`src/rtl/hsw_pkg.sv`:
```
package hsw_pkg;

    typedef enum logic [1:0] {
        IRQ_IDLE        = 2'd0,
        IRQ_FIRED       = 2'd1,
        IRQ_MASKED      = 2'd2,
        IRQ_MASKED_PEND = 2'd3
    } irq_state_t;

endpackage

```
`src/rtl/hsw_comparator.sv`:
```
module hsw_comparator #(
    parameter int W = 16
) (
    input  logic         clk,
    input  logic         rst_n,
    input  logic         strobe,
    input  logic [W-1:0] sample,
    input  logic [W-1:0] op,
    input  logic [W-1:0] rel,
    output logic         sw,
    output logic         toggle
);

    logic armed;
    logic sw_nxt;

    // A pair only acts when operate sits above release.
    assign armed = $signed(op) > $signed(rel);

    always_comb begin
        sw_nxt = sw;
        if (armed) begin
            if ($signed(sample) > $signed(op)) begin
                sw_nxt = 1'b1;
            end else if ($signed(sample) < $signed(rel)) begin
                sw_nxt = 1'b0;
            end
        end
    end

    assign toggle = strobe & (sw_nxt != sw);

    always_ff @(posedge clk) begin
        if (!rst_n) begin
            sw <= 1'b0;
        end else if (strobe) begin
            sw <= sw_nxt;
        end
    end

endmodule

```
`src/rtl/hsw_status_flags.sv`:
```
module hsw_status_flags (
    input  logic clk,
    input  logic rst_n,
    input  logic strobe,
    input  logic err_xy,
    input  logic err_adc,
    input  logic cont_mode,
    input  logic rd_done,
    input  logic set_acc,
    output logic drdy,
    output logic dor,
    output logic errxy,
    output logic erradc
);

    always_ff @(posedge clk) begin
        if (!rst_n) begin
            drdy   <= 1'b0;
            dor    <= 1'b0;
            errxy  <= 1'b0;
            erradc <= 1'b0;
        end else begin
            // A fresh measurement outranks a clear in the same cycle.
            if (strobe) begin
                drdy <= 1'b1;
            end else if (rd_done || set_acc) begin
                drdy <= 1'b0;
            end
            if (strobe) begin
                dor    <= cont_mode & drdy;
                errxy  <= err_xy;
                erradc <= err_adc;
            end
        end
    end

endmodule

```
`src/rtl/hsw_irq_fsm.sv`:
```
module hsw_irq_fsm
    import hsw_pkg::*;
(
    input  logic clk,
    input  logic rst_n,
    input  logic evt,
    input  logic blank,
    output logic fired
);

    irq_state_t state_q;
    irq_state_t state_d;

    always_ff @(posedge clk) begin
        if (!rst_n) begin
            state_q <= IRQ_IDLE;
        end else begin
            state_q <= state_d;
        end
    end

    always_comb begin
        state_d = state_q;
        unique case (state_q)
            IRQ_IDLE, IRQ_FIRED: begin
                if (blank) begin
                    state_d = evt ? IRQ_MASKED_PEND : IRQ_MASKED;
                end else if (evt) begin
                    state_d = IRQ_FIRED;
                end
            end
            IRQ_MASKED: begin
                if (blank) begin
                    state_d = evt ? IRQ_MASKED_PEND : IRQ_MASKED;
                end else begin
                    state_d = evt ? IRQ_FIRED : IRQ_IDLE;
                end
            end
            IRQ_MASKED_PEND: begin
                if (!blank) begin
                    state_d = IRQ_FIRED;
                end
            end
            default: state_d = IRQ_IDLE;
        endcase
    end

    always_comb begin
        fired = (state_q == IRQ_FIRED);
    end

endmodule

```
`src/rtl/hyst_switch_irq.sv`:
```
module hyst_switch_irq #(
    parameter int DATA_W        = 16,
    parameter int NUM_AXES      = 3,
    parameter int SETS_PER_AXIS = 2,
    parameter int ADDR_W        = 7,
    parameter int STAT_W        = 16,
    parameter int RD_LO         = 'h10,
    parameter int RD_HI         = 'h1F,
    parameter int WR_LO         = 'h20,
    parameter int WR_HI         = 'h27
) (
    input  logic                                      clk,
    input  logic                                      rst_n,
    input  logic                                      smp_valid,
    input  logic [NUM_AXES*DATA_W-1:0]                smp_data,
    input  logic                                      err_xy_in,
    input  logic                                      err_adc_in,
    input  logic                                      cont_mode,
    input  logic [NUM_AXES*SETS_PER_AXIS*DATA_W-1:0]  op_lvl,
    input  logic [NUM_AXES*SETS_PER_AXIS*DATA_W-1:0]  rel_lvl,
    input  logic [NUM_AXES*SETS_PER_AXIS-1:0]         sw_en,
    input  logic                                      drdy_en,
    input  logic                                      errxy_en,
    input  logic                                      erradc_en,
    input  logic                                      pp_en,
    input  logic                                      od_en,
    input  logic                                      acc_active,
    input  logic                                      acc_write,
    input  logic [ADDR_W-1:0]                         acc_addr,
    input  logic                                      data_read_done,
    output logic [STAT_W-1:0]                         status,
    output logic                                      irq_pp,
    output logic                                      irq_od_oe,
    output logic                                      irq_od_dat
);

    localparam int NSW    = NUM_AXES * SETS_PER_AXIS;
    localparam int FLAG_W = NSW + 4;
    localparam int PAD_W  = STAT_W - FLAG_W;

    localparam logic [ADDR_W-1:0] RD_LO_A = ADDR_W'(RD_LO);
    localparam logic [ADDR_W-1:0] RD_HI_A = ADDR_W'(RD_HI);
    localparam logic [ADDR_W-1:0] WR_LO_A = ADDR_W'(WR_LO);
    localparam logic [ADDR_W-1:0] WR_HI_A = ADDR_W'(WR_HI);

    logic [NSW-1:0] sw_q;
    logic [NSW-1:0] sw_tgl;
    logic           drdy, dor, errxy, erradc;
    logic           in_rd_win, in_set_win;
    logic           blank, set_acc;
    logic           evt;
    logic           fired;

    // Address window decode for blanking and settings access.
    assign in_rd_win  = (acc_addr >= RD_LO_A) && (acc_addr <= RD_HI_A);
    assign in_set_win = (acc_addr >= WR_LO_A) && (acc_addr <= WR_HI_A);
    assign blank      = acc_active && ((!acc_write && in_rd_win) ||
                                       (acc_write && in_set_win));
    assign set_acc    = acc_active && in_set_win;

    for (genvar i = 0; i < NSW; i++) begin : g_sw
        localparam int AX = i / SETS_PER_AXIS;
        hsw_comparator #(.W(DATA_W)) u_cmp (
            .clk    (clk),
            .rst_n  (rst_n),
            .strobe (smp_valid),
            .sample (smp_data[AX*DATA_W +: DATA_W]),
            .op     (op_lvl[i*DATA_W +: DATA_W]),
            .rel    (rel_lvl[i*DATA_W +: DATA_W]),
            .sw     (sw_q[i]),
            .toggle (sw_tgl[i])
        );
    end

    hsw_status_flags u_flags (
        .clk       (clk),
        .rst_n     (rst_n),
        .strobe    (smp_valid),
        .err_xy    (err_xy_in),
        .err_adc   (err_adc_in),
        .cont_mode (cont_mode),
        .rd_done   (data_read_done),
        .set_acc   (set_acc),
        .drdy      (drdy),
        .dor       (dor),
        .errxy     (errxy),
        .erradc    (erradc)
    );

    assign evt = smp_valid & (drdy_en |
                              (errxy_en & err_xy_in) |
                              (erradc_en & err_adc_in) |
                              (|(sw_tgl & sw_en)));

    hsw_irq_fsm u_fsm (
        .clk   (clk),
        .rst_n (rst_n),
        .evt   (evt),
        .blank (blank),
        .fired (fired)
    );

    assign irq_pp     = fired & pp_en;
    assign irq_od_oe  = fired & od_en;
    assign irq_od_dat = 1'b0;

    if (PAD_W > 0) begin : g_pad
        assign status = {{PAD_W{1'b1}}, dor, erradc, errxy, sw_q, drdy};
    end else begin : g_nopad
        assign status = {dor, erradc, errxy, sw_q, drdy};
    end

endmodule

```
`config.mk`:
```
export PLATFORM = sky130hd
export DESIGN_NAME = hyst_switch_irq
export DESIGN_NICKNAME = d
export VERILOG_FILES = /design/src/rtl/hsw_pkg.sv /design/src/rtl/hsw_comparator.sv /design/src/rtl/hsw_status_flags.sv /design/src/rtl/hsw_irq_fsm.sv /design/src/rtl/hyst_switch_irq.sv
export SDC_FILE = /design/constraint.sdc
export NUM_CORES = 1
export LEC_CHECK = 0
export BUFFER_PORTS_ARGS = -buffer_cell sky130_fd_sc_hd__buf_2
export CAP_MARGIN = 10
export CELL_PAD_IN_SITES_DETAIL_PLACEMENT = 1
export CELL_PAD_IN_SITES_GLOBAL_PLACEMENT = 1
export CORE_ASPECT_RATIO = 1.75
export CORE_MARGIN = 3
export CORE_UTILIZATION = 40
export CTS_CLUSTER_DIAMETER = 30
export DETAILED_ROUTE_END_ITERATION = 16
export HOLD_SLACK_MARGIN = 0.15
export PLACE_DENSITY_LB_ADDON = 0.1
export SLEW_MARGIN = 20
export SYNTH_ARGS = -nofsm -noshare
export SYNTH_HDL_FRONTEND = slang
export SYNTH_HIERARCHICAL = 1
export SYNTH_SLANG_ARGS = --single-unit
```
`constraint.sdc`:
```
create_clock -name clk -period 4.9 [get_ports clk]
set_clock_uncertainty 0.1 [all_clocks]
set_input_delay 1.225 -clock clk [delete_from_list [all_inputs] [get_ports clk]]
set_output_delay 1.225 -clock clk [all_outputs]
set_load 0.005 [all_outputs]
```
==> results.toml <==
[cells_and_area]
final_common_cell = "ha_1"
syn_to_final_growth_pct = 22.2
stdcell_area_sq_um = 9490
fillers = 2547
final_cell_mix = "282 x ha_1, 275 x buf_2, 205 x inv_1"
nets = 1838
drive_above_1_share_pct = 24.5
utilization_pct = 50.4

[worst_setup_path]
cp_max_fo = 4
cp.required_ps = 4980
max_stage_delay_ps = 460
path_cells = "buf_2, ha_1, nand4_1, nor4_1, o21ai_1, nand3_2, mux2_4, or2_1, a21oi_1, a222oi_1, a41oi_1, o21ai_0, nor2_1"
arrival_ps = 4180
critPathKind = "input pin to register"
cp_slowest_cell = "nor4_1"
startpoint_type = "input pin"
end_kind = "register"

[run_status]
outcome = "complete, no violations"

[min_path]
hold_class = "register to register"

[clock_tree]
clk_latency_ps = 250
clock-sinks = 12
cts_inserted_buffers = 3
clkTransAtPathRegs_ps = 50
cts_setup_buffers = 0
hold_buffers = 0
htree_levels = 1
clockBufferDepth = 2
ctsResizeCount = 0
cts_tree = "built"
clock-root-buffer = "clkbuf_16"

[synthesis]
synth_top_flop_cell = "dfxtp_1"
postSynthCellCount = 1014
synth_seq_cells = 12
synth_top_cell_area_share_pct = 45.4
async_flop_share_pct = 0
syn_avg_cell_area_sq_um = 7.66
synth_top_area_cell = "ha_1"
yosys-top-cells-area = "ha_1 45%, inv_1 9.9%, a21oi_1 6.9%, dfxtp_1 3.1%, nand3_1 2.6%"
synth_edf_count = 0
syn_area_sq_um = 7770
yosysSeqAreaShare_pct = 3.09
ys_types = 54
ys_warn_count = 6

[global_routing]
antenna_found_initial = 11
grt_pass1_wl_mm = 41.8
grt_pass1_vias = 9117
gr-total-overflow = 0
grt_max_degree = 20
grt_util_all_layers_pct = 24.1

[route]
via_per_inst = 5.48
drt-initial-drc-count = 176
post_drt_wl_per_cell_um = 17.3
detail-route-antenna-nets = 0
drc = 0
vias = 8405
firstDrtPassIters = 4
wirelength_mm = 26.4

[pwr]
p_int_uw = 593
switchingPower_uw = 485
ir_worst_vdd_uv = 98.3
combPwrFrac_pct = 73.4
power_density_nw_per_um2 = 114
leakagePower_uw = 0.00561
switching_share_pct = 45.0
seq_power_share_pct = 10.5
pwr-share-clk_pct = 16.2

[place]
dpl-instance-area_sq_um = 9390
post-dp-hpwl_mm = 24.8
io_buffers = 275
place_congestion = 0.878
place_ws_ps = 439

[floorplan]
start_util_pct = 41.3
die-width_um = 111
core_area_sq_um = 18800
num_rows = 66
ioPinCount = 286
die_h_um = 190
dieArea_sq_um = 21200

[sta]
max_freq_mhz = 244
fin_crit_sh_pct = 83.5
slew_viol_final = 0
max_slew_margin_pct = 57.3
hold_viol_final = 0
whs_ps = 387
worst_slew_pin_slew_ps = 635
setup_ws_ps = 806
period_needed_ps = 4090
tns_ps = 0
rsz0062_at_grt = "no"
finalSetupViolCount = 0

[flow_run]
cap_violations = 0
-- path summary, 6_finish.rpt --
check | start | slack [ps] | endpoint | cells after the start
setup / recovery | smp_data[15] | 810 | u_fsm/state_q[0]$_SDFFE_PN0P_ | 13
hold / removal | g_sw[4].u_cmp/sw$_SDFFE_PN0P_ | 390 | g_sw[4].u_cmp/sw$_SDFFE_PN0P_ | 2
setup reg to reg | g_sw[1].u_cmp/sw$_SDFFE_PN0P_ | 3120 | u_fsm/state_q[0]$_SDFFE_PN0P_ | 6
hold reg to reg | g_sw[4].u_cmp/sw$_SDFFE_PN0P_ | 390 | g_sw[4].u_cmp/sw$_SDFFE_PN0P_ | 2
-- metal layers --
metal | share of wire (%) | GRT usage, %
met4 | 4.0 | 9.04
met5 | 0.20 | 0
met2 | 57 | 50.3
met3 | 4.4 | 3.33
met1 | 35 | 23.2
-- final cells by class --
class,instances,area (sq um),area share [%]
multi-input cells,791,6700,70.5
repair buffers,276,1380,14.6
inverters,205,769,8.10
well taps,238,298,3.14
flip-flops and latches,12,240,2.53
clock buffers,4,88.8,0.936
diodes,7,17.5,0.185
-- sequential cells by signal (all words and copies together), names as in the netlist --
name	count
u_flags/errxy	1
u_flags/drdy	1
u_fsm/state_q	2
u_flags/erradc	1
g_sw.u_cmp/sw	6
u_flags/dor	1
-- critical path: cells and delay by family --
kind / cells / cell delay, ps
compound gates: 5 / 1110
simple gates: 5 / 1030
fa+ha+maj: 1 / 360
mux: 1 / 310
buf+inv: 1 / 140
-- logic make-up after synthesis --
group	Yosys count	share of synthesized area (%)
muxes	13	2.00
DFF	12	3.09
adders and majority gates	282	45.4
other	2	0.0967
and+or+nand+nor	248	18.0
AOI/OAI and AO/OA	241	20.4
buffers and inverters	216	11.0
-- cells in the mapped netlist, types with 7 or more instances --
cell type,number
a21oi_1,107
o21ai_1,11
nand2_1,50
inv_1,205
nand2b_1,17
nand3_1,40
a21o_1,16
dfxtp_1,12
ha_1,282
mux2i_1,8
o22ai_1,7
buf_4,11
o211ai_1,9
nor2_1,31
nor2b_1,13
o21ai_0,31
nand4_1,31
-- through the flow --
stage / power, uW / instances
2_1_floorplan: 598 / 1019
6_report: 1080 / 1533
3_5_place_dp: 910 / 1522
4_1_cts: 1090 / 1526
5_1_grt: 1210 / 1533
3_3_place_gp: 877 / 1522
-- power by group through the flow --
stage          registers [uW]  clock network (uW)  logic (uW)
2_1_floorplan             115                   0         484
3_3_place_gp              115                   0         762
3_5_place_dp              115                   0         795
4_1_cts                   113                 180         800
5_1_grt                   115                 182         911
6_report                  113                 174         791
Note: power is estimated with default switching activity, not from simulation.
